===== src/rtl/tsr_pkg.sv =====
package tsr_pkg;
  localparam int BYTE_W = 8;
  localparam int WORD_W = 2 * BYTE_W;
  localparam int ADDR_W = 7;
  localparam int SEL_W  = 3;
  localparam int HI_W   = ADDR_W - SEL_W;

  typedef enum logic [1:0] {
    SEL_TEMP = 2'b00,
    SEL_CFG  = 2'b01,
    SEL_HYST = 2'b10,
    SEL_TOS  = 2'b11
  } reg_sel_e;

  typedef enum logic [2:0] {
    ST_IDLE, ST_ADDR, ST_PTR, ST_WDAT, ST_SACK, ST_RDAT, ST_MACK, ST_IGNORE
  } bus_st_e;

  // Address byte carries the 7-bit address above the direction bit.
  function automatic logic addr_hit(input logic [BYTE_W-1:0] b,
                                    input logic [HI_W-1:0] hi,
                                    input logic [SEL_W-1:0] sel);
    return b[BYTE_W-1:1] == {hi, sel};
  endfunction

  function automatic logic [BYTE_W-1:0] pick_byte(input logic [WORD_W-1:0] w,
                                                  input logic lo);
    return lo ? w[BYTE_W-1:0] : w[WORD_W-1:BYTE_W];
  endfunction

  // Configuration writes use one byte; word registers join held high + new low.
  function automatic logic [WORD_W-1:0] compose_word(input logic one_byte,
                                                     input logic [BYTE_W-1:0] hi,
                                                     input logic [BYTE_W-1:0] lo);
    return one_byte ? {{BYTE_W{1'b0}}, lo} : {hi, lo};
  endfunction
endpackage


===== src/rtl/tsr_bus_sync.sv =====
module tsr_bus_sync #(
  parameter int STAGES = 2
) (
  input  logic clk,
  input  logic rst_n,
  input  logic scl_i,
  input  logic sda_i,
  output logic scl_rise,
  output logic scl_fall,
  output logic start_evt,
  output logic stop_evt,
  output logic sda_lvl
);
  logic [STAGES-1:0] scl_pipe, sda_pipe;
  logic scl_q, sda_q, scl_s, sda_s;

  assign scl_s = scl_pipe[STAGES-1];
  assign sda_s = sda_pipe[STAGES-1];

  always_ff @(posedge clk or negedge rst_n) begin
    if (!rst_n) begin
      scl_pipe <= '1;
      sda_pipe <= '1;
      scl_q    <= 1'b1;
      sda_q    <= 1'b1;
    end else begin
      scl_pipe <= {scl_pipe[STAGES-2:0], scl_i};
      sda_pipe <= {sda_pipe[STAGES-2:0], sda_i};
      scl_q    <= scl_s;
      sda_q    <= sda_s;
    end
  end

  assign scl_rise  = scl_s & ~scl_q;
  assign scl_fall  = ~scl_s & scl_q;
  assign start_evt = scl_s & scl_q & sda_q & ~sda_s;
  assign stop_evt  = scl_s & scl_q & ~sda_q & sda_s;
  assign sda_lvl   = sda_s;
endmodule


===== src/rtl/tsr_regfile.sv =====
module tsr_regfile
  import tsr_pkg::*;
#(
  parameter logic [BYTE_W-1:0] CFG_RST  = 8'h00,
  parameter logic [WORD_W-1:0] HYST_RST = 16'h4B00,
  parameter logic [WORD_W-1:0] TOS_RST  = 16'h5000
) (
  input  logic              clk,
  input  logic              rst_n,
  input  logic              temp_load,
  input  logic [WORD_W-1:0] temp_in,
  input  logic              ptr_we,
  input  logic [1:0]        ptr_in,
  input  logic              wr_en,
  input  logic [WORD_W-1:0] wr_word,
  output logic [1:0]        ptr,
  output logic [WORD_W-1:0] rd_word
);
  reg_sel_e          ptr_q;
  logic [WORD_W-1:0] temp_q, hyst_q, tos_q;
  logic [BYTE_W-1:0] cfg_q;

  always_ff @(posedge clk or negedge rst_n) begin
    if (!rst_n) begin
      ptr_q  <= SEL_TEMP;
      temp_q <= '0;
      cfg_q  <= CFG_RST;
      hyst_q <= HYST_RST;
      tos_q  <= TOS_RST;
    end else begin
      if (temp_load) temp_q <= temp_in;
      if (ptr_we) ptr_q <= reg_sel_e'(ptr_in);
      if (wr_en) begin
        unique case (ptr_q)
          SEL_CFG:  cfg_q  <= wr_word[BYTE_W-1:0];
          SEL_HYST: hyst_q <= wr_word;
          SEL_TOS:  tos_q  <= wr_word;
          default:  ;
        endcase
      end
    end
  end

  assign ptr = ptr_q;

  always_comb begin
    unique case (ptr_q)
      SEL_TEMP: rd_word = temp_q;
      SEL_CFG:  rd_word = {cfg_q, cfg_q};
      SEL_HYST: rd_word = hyst_q;
      default:  rd_word = tos_q;
    endcase
  end


  temp_ro_chk: assert property (@(posedge clk) disable iff (!rst_n)
    (wr_en && !temp_load) |=> $stable(temp_q));


  ptr_hold_chk: assert property (@(posedge clk) disable iff (!rst_n)
    !ptr_we |=> $stable(ptr_q));


  word_write_only_chk: assert property (@(posedge clk) disable iff (!rst_n)
    !wr_en |=> ($stable(hyst_q) && $stable(tos_q) && $stable(cfg_q)));
endmodule


===== src/rtl/ptr_regbank_slave.sv =====
module ptr_regbank_slave
  import tsr_pkg::*;
#(
  parameter logic [HI_W-1:0]   ADDR_HI     = 4'b1001,
  parameter int                SYNC_STAGES = 2,
  parameter logic [BYTE_W-1:0] CFG_RST     = 8'h00,
  parameter logic [WORD_W-1:0] HYST_RST    = 16'h4B00,
  parameter logic [WORD_W-1:0] TOS_RST     = 16'h5000
) (
  input  logic              clk,
  input  logic              rst_n,
  input  logic              scl_i,
  input  logic              sda_i,
  output logic              sda_oe_o,
  input  logic [SEL_W-1:0]  addr_sel_i,
  input  logic [WORD_W-1:0] temp_i,
  input  logic              temp_load_i
);
  localparam int CNT_W = $clog2(BYTE_W + 1);
  localparam logic [CNT_W-1:0] FULL     = CNT_W'(BYTE_W);
  localparam logic [CNT_W-1:0] LAST_BIT = CNT_W'(BYTE_W - 1);

  // Named bus events for the assertions.
  logic scl_rise, scl_fall, start_evt, stop_evt, sda_lvl;
  logic rx_state, rx_done, addr_ok, ptr_we, wr_en;
  logic [1:0]        ptr;
  logic [WORD_W-1:0] rd_word, wr_word;

  bus_st_e           state, nxt_q;
  logic [CNT_W-1:0]  cnt;
  logic [BYTE_W-1:0] rx_sr, tx_sr, msb_hold, next_tx;
  logic [WORD_W-1:0] rd_buf;
  logic [1:0]        wr_idx;
  logic              rd_lo, mack_q, oe_q;

  tsr_bus_sync #(.STAGES(SYNC_STAGES)) u_sync (
    .clk(clk), .rst_n(rst_n), .scl_i(scl_i), .sda_i(sda_i),
    .scl_rise(scl_rise), .scl_fall(scl_fall),
    .start_evt(start_evt), .stop_evt(stop_evt), .sda_lvl(sda_lvl)
  );

  tsr_regfile #(.CFG_RST(CFG_RST), .HYST_RST(HYST_RST), .TOS_RST(TOS_RST)) u_regs (
    .clk(clk), .rst_n(rst_n), .temp_load(temp_load_i), .temp_in(temp_i),
    .ptr_we(ptr_we), .ptr_in(rx_sr[1:0]), .wr_en(wr_en), .wr_word(wr_word),
    .ptr(ptr), .rd_word(rd_word)
  );

  assign rx_state = (state == ST_ADDR) || (state == ST_PTR) || (state == ST_WDAT);
  assign rx_done  = rx_state && scl_fall && (cnt == FULL);
  assign addr_ok  = addr_hit(rx_sr, ADDR_HI, addr_sel_i);
  assign ptr_we   = rx_done && (state == ST_PTR);
  assign wr_en    = rx_done && (state == ST_WDAT) &&
                    ((ptr == SEL_CFG) ? (wr_idx == 2'd0) : (wr_idx == 2'd1));
  assign wr_word  = compose_word(ptr == SEL_CFG, msb_hold, rx_sr);
  assign next_tx  = pick_byte(rd_buf, ~rd_lo);
  assign sda_oe_o = oe_q;

  always_ff @(posedge clk or negedge rst_n) begin
    if (!rst_n) begin
      state    <= ST_IDLE;
      nxt_q    <= ST_IDLE;
      cnt      <= '0;
      rx_sr    <= '0;
      tx_sr    <= '0;
      msb_hold <= '0;
      rd_buf   <= '0;
      wr_idx   <= '0;
      rd_lo    <= 1'b0;
      mack_q   <= 1'b0;
      oe_q     <= 1'b0;
    end else if (stop_evt) begin
      state <= ST_IDLE;
      oe_q  <= 1'b0;
    end else if (start_evt) begin
      state <= ST_ADDR;
      cnt   <= '0;
      oe_q  <= 1'b0;
    end else begin
      unique case (state)
        ST_ADDR, ST_PTR, ST_WDAT: begin
          if (scl_rise && cnt != FULL) begin
            rx_sr <= {rx_sr[BYTE_W-2:0], sda_lvl};
            cnt   <= cnt + CNT_W'(1);
          end else if (rx_done) begin
            cnt <= '0;
            if (state == ST_ADDR) begin
              if (addr_ok) begin
                oe_q   <= 1'b1;
                state  <= ST_SACK;
                nxt_q  <= rx_sr[0] ? ST_RDAT : ST_PTR;
                rd_buf <= rd_word;
                rd_lo  <= 1'b0;
              end else begin
                state <= ST_IGNORE;
              end
            end else begin
              oe_q  <= 1'b1;
              state <= ST_SACK;
              nxt_q <= ST_WDAT;
              if (state == ST_PTR) begin
                wr_idx <= '0;
              end else begin
                if (wr_idx == 2'd0) msb_hold <= rx_sr;
                if (wr_idx != 2'd2) wr_idx <= wr_idx + 2'd1;
              end
            end
          end
        end
        ST_SACK: begin
          if (scl_fall) begin
            if (nxt_q == ST_RDAT) begin
              tx_sr <= pick_byte(rd_buf, 1'b0);
              oe_q  <= ~rd_buf[WORD_W-1];
              cnt   <= '0;
            end else begin
              oe_q <= 1'b0;
            end
            state <= nxt_q;
          end
        end
        ST_RDAT: begin
          if (scl_fall) begin
            if (cnt == LAST_BIT) begin
              oe_q  <= 1'b0;
              state <= ST_MACK;
            end else begin
              tx_sr <= tx_sr << 1;
              oe_q  <= ~tx_sr[BYTE_W-2];
              cnt   <= cnt + CNT_W'(1);
            end
          end
        end
        ST_MACK: begin
          if (scl_rise) mack_q <= ~sda_lvl;
          if (scl_fall) begin
            if (mack_q) begin
              rd_lo <= ~rd_lo;
              tx_sr <= next_tx;
              oe_q  <= ~next_tx[BYTE_W-1];
              cnt   <= '0;
              state <= ST_RDAT;
            end else begin
              state <= ST_IGNORE;
            end
          end
        end
        default: ;
      endcase
    end
  end


  addr_miss_chk: assert property (@(posedge clk) disable iff (!rst_n)
    (rx_done && state == ST_ADDR && !addr_ok) |=> !sda_oe_o);


  ignore_release_chk: assert property (@(posedge clk) disable iff (!rst_n)
    (state == ST_IGNORE || state == ST_IDLE) |-> !sda_oe_o);


  ack_slot_chk: assert property (@(posedge clk) disable iff (!rst_n)
    (state == ST_SACK) |-> sda_oe_o);


  oe_on_fall_chk: assert property (@(posedge clk) disable iff (!rst_n)
    (!scl_fall && !start_evt && !stop_evt) |=> $stable(sda_oe_o));


  stop_idle_chk: assert property (@(posedge clk) disable iff (!rst_n)
    stop_evt |=> (state == ST_IDLE && !sda_oe_o));


  start_addr_chk: assert property (@(posedge clk) disable iff (!rst_n)
    start_evt |=> (state == ST_ADDR && cnt == '0));
endmodule


===== config.mk =====
export PLATFORM = sky130hd
export DESIGN_NAME = ptr_regbank_slave
export DESIGN_NICKNAME = d
export VERILOG_FILES = /design/src/rtl/tsr_pkg.sv /design/src/rtl/tsr_bus_sync.sv /design/src/rtl/tsr_regfile.sv /design/src/rtl/ptr_regbank_slave.sv
export SDC_FILE = /design/constraint.sdc
export NUM_CORES = 1
export LEC_CHECK = 0
export BUFFER_PORTS_ARGS = -buffer_cell sky130_fd_sc_hd__buf_4
export CAP_MARGIN = 20
export CORE_ASPECT_RATIO = 0.8
export CORE_UTILIZATION = 50
export DETAILED_ROUTE_END_ITERATION = 12
export GPL_ROUTABILITY_DRIVEN = 0
export PLACE_DENSITY = 0.67
export SLEW_MARGIN = 10
export SYNTH_ARGS = -nofsm -noshare
export SYNTH_HDL_FRONTEND = slang
export SYNTH_SLANG_ARGS = --single-unit

===== constraint.sdc =====
create_clock -name clk -period 4.5 [get_ports clk]
set_input_delay 0.9 -clock clk [delete_from_list [all_inputs] [get_ports clk]]
set_output_delay 0.9 -clock clk [all_outputs]
set_load 0.02 [all_outputs]

==> results of run 1 <==
[sequential cells by signal, summed over array words and instances (netlist names), 2 cells and up]
signal and count:
cnt 4, msb_hold 8, nxt_q 3, rd_buf 16, rx_sr 8, state 3, tx_sr 7, u_regs.cfg_q 8
u_regs.hyst_q 16, u_regs.ptr 2, u_regs.temp_q 16, u_regs.tos_q 16, u_sync.scl_pipe 2, u_sync.sda_pipe 2, wr_idx 2
[cell families (layout without fill, tap and decap cells)]
kind of cell,Yosys count,after routing,synth area share
DFF,118,118,0.532
xor gates and xnor gates,3,3,0.00471
and+or+nand+nor,82,82,0.0832
buffers and inverters,36,75,0.0334
muxes,114,114,0.270
adders and majority gates,5,5,0.0112
AOI/OAI and AO/OA,57,57,0.0657
[synth_stat cells (all sizes together) (7+ instances only)]
cell,instances
nand2,29
inv,13
mux4,16
o21ai,27
mux2i,11
mux2,87
clkbuf,15
a21oi,7
dfstp,12
buf,8
dfrtp,106
nor2,12
[per-stage QoR]
step / hold slack [ns] / area, sq um / power [mW] / setup slack, ns
after floorplan: 0.345 / 5580 / 1.32 / 2.14
after global placement: 0.346 / 5850 / 1.41 / 1.83
after detailed placement: 0.348 / 5860 / 1.42 / 1.80
after CTS: 0.360 / 6520 / 2.90 / 1.79
after global routing: 0.363 / 6520 / 2.98 / 1.67
final: 0.360 / 6520 / 2.88 / 1.77
[power by group through the flow]
| stage | clock network, mW | logic (mW) | registers (mW) |
|---|---|---|---|
| 5_1_grt | 1.55 | 0.211 | 1.23 |
| 2_1_floorplan | 0 | 0.133 | 1.18 |
| 6_report | 1.48 | 0.191 | 1.21 |
| 3_5_place_dp | 0 | 0.191 | 1.23 |
| 3_3_place_gp | 0 | 0.188 | 1.23 |
| 4_1_cts | 1.49 | 0.193 | 1.21 |
[critical path: cells and delay by family (launching register included)]
kind,cells,cell delay (ns)
DFF,1,0.56
muxes,1,0.44
and+or+nand+nor,3,1.62
[metal layers]
metal	GRT usage	vias up	share of wire	routed length (um)
li1	-	1560	-	-
met1	0.322	1779	0.50	5740
met2	0.331	98	0.44	5110
met3	0.0563	18	0.044	512
met4	0.0792	0	0.015	178
met5	0	-	0	0
[final timing paths]
kind | from | to | slack (ns) | cells after the start
min reg2reg | u_sync.scl_pipe[0] | u_sync.scl_pipe[1] | 0.36 | 0
max in group asynchronous | rst_n | u_regs.tos_q[12] | 3.03 | 2
min | u_sync.scl_pipe[0] | u_sync.scl_pipe[1] | 0.36 | 0
max reg2reg | u_sync.scl_q | u_regs.tos_q[8] | 1.77 | 4
min in group asynchronous | rst_n | cnt[0] | 0.53 | 1
max | u_sync.scl_q | u_regs.tos_q[8] | 1.77 | 4
[area by class of cell]
cell class / instances / area (sq um) / share of cell area
flip-flops and latches: 118 / 2970 / 0.455
clock inverters: 7 / 140 / 0.0215
multi-input cells: 261 / 2440 / 0.374
inverters: 13 / 48.8 / 0.00749
well taps: 144 / 180 / 0.0276
clock buffers: 25 / 515 / 0.0791
repair buffers: 30 / 225 / 0.0346
==> impl_metrics.py, run 1 <==
metrics = {
    "logic_synthesis": {
        "synth_top_area_share": 0.475,
        "synth.top_cells.by_area": "dfrtp_1 48%, mux2_2 15%, mux4_2 6.5%",
        "synthArstFlopShare": 1.00,
        "syn_area_sq_um": 5580,
        "synth_top_cell_by_area": "dfrtp_1",
        "synth_edf_count": 0,
        "synth_cell_types": 55,
        "synth.net_count": 444,
        "ys_ff_latch": 118,
        "synth_cells": 415,
        "yosys_most_used_dff": "dfrtp_1",
        "ys_warn_count": 0,
        "syn_avg_cell_area_sq_um": 13.4,
        "yosysSeqAreaShare": 0.532,
    },
    "routing": {
        "wl_per_cell_um": 19.3,
        "final_antenna_net_count": 0,
        "vias_per_cell": 5.78,
        "drc_errors": 0,
        "num_vias": 3455,
        "drt_pre_antenna_iters": 6,
        "drt_iter0_drc": 317,
        "finalWirelength_um": 11500,
    },
    "clock_tree": {
        "path_clk_slew_ns": 0.06,
        "tritoncts": "built",
        "htree_levels": 4,
        "cts_setup_buffers": 0,
        "clockRootBuffer": "clkbuf_16",
        "cts_num_sinks": 118,
        "insertion_delay_ns": 0.41,
        "cts_resized": 0,
        "postCtsHoldBufs": 0,
        "cts_buffer_depth": 2,
        "numCtsBuffers": 17,
    },
    "power": {
        "power.internal_mw": 2.24,
        "p_sw_mw": 0.649,
        "p_leak_nw": 2.95,
        "switching_share": 0.225,
        "power_density_nw_per_um2": 443,
        "pwr-share-comb": 0.066,
        "p_seq_frac": 0.420,
        "clkPwrFrac": 0.514,
        "vdd.ir_drop.worst_mv": 0.315,
    },
    "timing": {
        "setup_violations": 0,
        "post-route-period-util": 0.607,
        "skew_ns": 0.0114,
        "final-hold-violation-count": 0,
        "finalCriticalPeriod_ns": 2.73,
        "tns_ns": 0,
        "tightest_slew_ns": 0.922,
        "fmax_mhz": 366,
        "grt_setup_unrepaired": "no",
        "slew_viol_final": 0,
        "slew_headroom": 0.385,
    },
    "floorplanning": {
        "dieArea_sq_um": 11600,
        "fp.dieH_um": 96.5,
        "core_area_sq_um": 10800,
        "pin_count": 25,
        "rows": 34,
        "initial_core_util": 0.514,
        "die_w_um": 120,
    },
    "finish": {
        "final_nets": 470,
        "final_util": 0.601,
        "final_cell_mix": "106 x dfrtp_1, 72 x mux2_2, 30 x buf_4",
        "final_common_cell": "dfrtp_1",
        "drive_gt1_frac": 0.416,
        "fillers": 867,
        "synthToLayoutAreaGrowth_pct": 16.8,
        "antenna_cells": 0,
        "finalNonFillerCells": 598,
    },
    "global_routing": {
        "grt_overflow_total": 0,
        "grt_pass1_wl_um": 19100,
        "grt_pass1_vias": 3529,
        "grt_use_total": 0.224,
        "grt_max_degree": 55,
        "grt_antenna_before_repair": 0,
    },
    "critical_path": {
        "critPathMaxFanout": 17,
        "crit_required_ns": 4.80,
        "critPathArrivalTime_ns": 3.03,
        "cp-start-kind": "register",
        "cp-end-kind": "register",
        "path_cells": "and2b_1 -> or3b_1 -> or3_1 -> mux2_4",
        "critPathMaxStageDelay_ns": 0.79,
        "critical-path-slowest-cell": "or3_1",
        "timing_worst_setup_path_type": "register to register",
    },
    "placement": {
        "dp_hpwl_um": 7680,
        "io_buffers": 24,
        "placed_cells": 566,
    },
    "run_status": {
        "status": "completed",
    },
    "hold_path": {
        "hp-class": "register to register",
    },
    "job": {
        "cap_violations": 0,
    },
}
(Power assumes the default switching activity.)
==> run 2, diff against run 1 <==
ABC_AREA = 1   (was unset)
clock period = 2.7 ns   (was 4.5 ns; I/O delays follow)
==> run 2 against run 1 <==
Hold slack lost 0.30 ns. First-iteration DRC count increased by 8.2%. Cell count increased by 42%. Worst setup slack lost 1.2 ns. Cell area rose by 3.0%. Sequential share of layout area decreased by 1.3 points. Non-clock buffer count grew 1. Total power rose by 90%. Critical path type unchanged.
==> impl_metrics.py, run 2 <==
metrics = {
    "run_status": {
        "status": "completed",
    },
    "clock_tree": {
        "tritoncts": "built",
        "path_clk_slew_ns": 0.05,
        "htree_levels": 4,
        "cts_buffer_depth": 2,
        "numCtsBuffers": 17,
        "cts_resized": 0,
        "postCtsHoldBufs": 0,
        "cts_num_sinks": 118,
        "insertion_delay_ns": 0.41,
        "clockRootBuffer": "clkbuf_16",
        "cts_setup_buffers": 0,
    },
    "global_routing": {
        "grt_antenna_before_repair": 0,
        "grt_overflow_total": 0,
        "grt_use_total": 0.238,
        "grt_max_degree": 62,
        "grt_pass1_vias": 4387,
        "grt_pass1_wl_um": 21900,
    },
    "routing": {
        "num_vias": 4525,
        "wl_per_cell_um": 15.1,
        "drc_errors": 0,
        "final_antenna_net_count": 0,
        "finalWirelength_um": 12900,
        "drt_pre_antenna_iters": 5,
        "drt_iter0_drc": 343,
        "vias_per_cell": 5.32,
    },
    "power": {
        "power.internal_mw": 3.78,
        "p_seq_frac": 0.379,
        "p_leak_nw": 3.12,
        "p_sw_mw": 1.70,
        "switching_share": 0.310,
        "clkPwrFrac": 0.419,
        "total_power_mw": 5.48,
        "power_density_nw_per_um2": 817,
        "pwr-share-comb": 0.201,
        "vdd.ir_drop.worst_mv": 0.565,
    },
    "logic_synthesis": {
        "syn_area_sq_um": 5840,
        "yosys_most_used_dff": "dfrtp_1",
        "synth_cells": 665,
        "syn_avg_cell_area_sq_um": 8.78,
        "synthArstFlopShare": 1.00,
        "yosysSeqAreaShare": 0.509,
        "synth_top_area_share": 0.455,
        "synth.top_cells.by_area": "dfrtp_1 45%, nand2_1 14%, dfstp_2 5.4%",
        "ys_ff_latch": 118,
        "synth_cell_types": 40,
        "synth.net_count": 694,
        "synthTopCellsByCount": "221 x nand2_1, 106 x dfrtp_1, 49 x inv_1, 36 x o21ai_0, 32 x o21ai_2",
        "ys_warn_count": 0,
        "yosysMostFrequentCell": "nand2_1",
        "synth_edf_count": 0,
        "synth_top_cell_by_area": "dfrtp_1",
    },
    "timing": {
        "holdWs_ns": 0.0555,
        "setup_violations": 0,
        "fmax_mhz": 463,
        "slew_headroom": 0.569,
        "tightest_slew_ns": 0.646,
        "layout_setup_ws_ns": 0.539,
        "final-hold-violation-count": 0,
        "slew_viol_final": 0,
        "grt_setup_unrepaired": "no",
        "post-route-period-util": 0.800,
        "finalCriticalPeriod_ns": 2.16,
        "tns_ns": 0,
        "skew_ns": 0.0136,
    },
    "finish": {
        "final_nets": 723,
        "final_common_cell": "nand2_1",
        "drive_gt1_frac": 0.226,
        "fillers": 959,
        "final_cell_mix": "221 x nand2_1, 106 x dfrtp_1, 49 x inv_1",
        "synthToLayoutAreaGrowth_pct": 15.0,
        "antenna_cells": 0,
    },
    "critical_path": {
        "crit_end": "u_regs.hyst_q[15]",
        "timing.rr.end": "u_regs.hyst_q[15]",
        "critPathArrivalTime_ns": 2.47,
        "r2r_cells": 5,
        "crit_required_ns": 3.01,
        "r2r_start": "state[2]",
        "timing_worst_setup_path_type": "register to register",
        "startpoint": "state[2]",
        "cp-start-kind": "register",
        "reg2reg_slack_ns": 0.54,
        "cp-end-kind": "register",
        "critPathMaxFanout": 32,
    },
    "placement": {
        "io_buffers": 24,
        "pre_cts_ws_ns": 0.603,
        "dp_hpwl_um": 8900,
    },
    "hold_path": {
        "hp-class": "input pin to asynchronous set/reset pin",
    },
    "floorplanning": {
        "die_w_um": 123,
        "rows": 34,
        "fp.dieH_um": 98.6,
        "initial_core_util": 0.526,
        "core_area_sq_um": 11100,
        "pin_count": 25,
        "dieArea_sq_um": 12100,
    },
    "job": {
        "cap_violations": 0,
    },
}
[run 2: critical path, cell delays in order (launching register included)]
cell and delay, ns:
dfrtp_1 0.54, inv_4 0.16, nand3_2 0.11, a211oi_4 0.32, nand3_2 0.56, o21ai_1 0.36
[run 2: through the flow]
step	utilization	instances	cell area, sq um
after detailed placement	0.549	819	6090
after global placement	0.549	819	6090
after global routing	0.604	851	6710
after floorplan	-	665	5840
final	0.604	851	6710
after CTS	0.604	851	6710
[run 2: area by class of cell]
class                   instances  area, sq um  area share
multi-input cells             464         2460       0.366
clock buffers                  26          529      0.0789
well taps                     144          180      0.0269
flip-flops and latches        118         2970       0.442
clock inverters                 6         87.6      0.0131
inverters                      62          243      0.0362
repair buffers                 31          245      0.0365
[run 2: cell families after synthesis]
kind of cell / after synthesis / share of synthesized area
xor gates and xnor gates: 2 / 0.00300
DFF: 118 / 0.509
adders and majority gates: 5 / 0.0107
muxes: 16 / 0.0309
buffers and inverters: 83 / 0.0703
and+or+nand+nor: 316 / 0.240
AOI/OAI and AO/OA: 125 / 0.137
[run 2: power by group through the flow]
stage / Combinational [mW] / Clock [mW] / Sequential, mW
6_report: 1.10 / 2.30 / 2.08
5_1_grt: 1.25 / 2.42 / 2.10
4_1_cts: 1.11 / 2.32 / 2.08
3_5_place_dp: 1.08 / 0 / 2.10
3_3_place_gp: 1.07 / 0 / 2.09
2_1_floorplan: 0.880 / 0 / 2.01
[run 2: how the worst min path moves through the flow]
stage	startpoint	to	cells past startpoint
6_report	rst_n	u_regs.temp_q[10]	1
3_5_place_dp	u_sync.sda_pipe[0]	u_sync.sda_pipe[1]	0
3_3_place_gp	u_sync.sda_pipe[0]	u_sync.sda_pipe[1]	0
5_1_grt	rst_n	u_regs.temp_q[10]	1
2_1_floorplan	rst_n	cnt[0]	0
4_1_cts	rst_n	u_regs.temp_q[10]	1
[run 2: routing by layer]
| metal | global-route usage | vias to the layer above | routed length (um) |
|---|---|---|---|
| met1 | 0.339 | 2172 | 6270 |
| met4 | 0.0507 | 0 | 106 |
| met3 | 0.0694 | 17 | 641 |
| met5 | 0 | - | 0 |
| met2 | 0.360 | 113 | 5870 |
| li1 | - | 2223 | - |
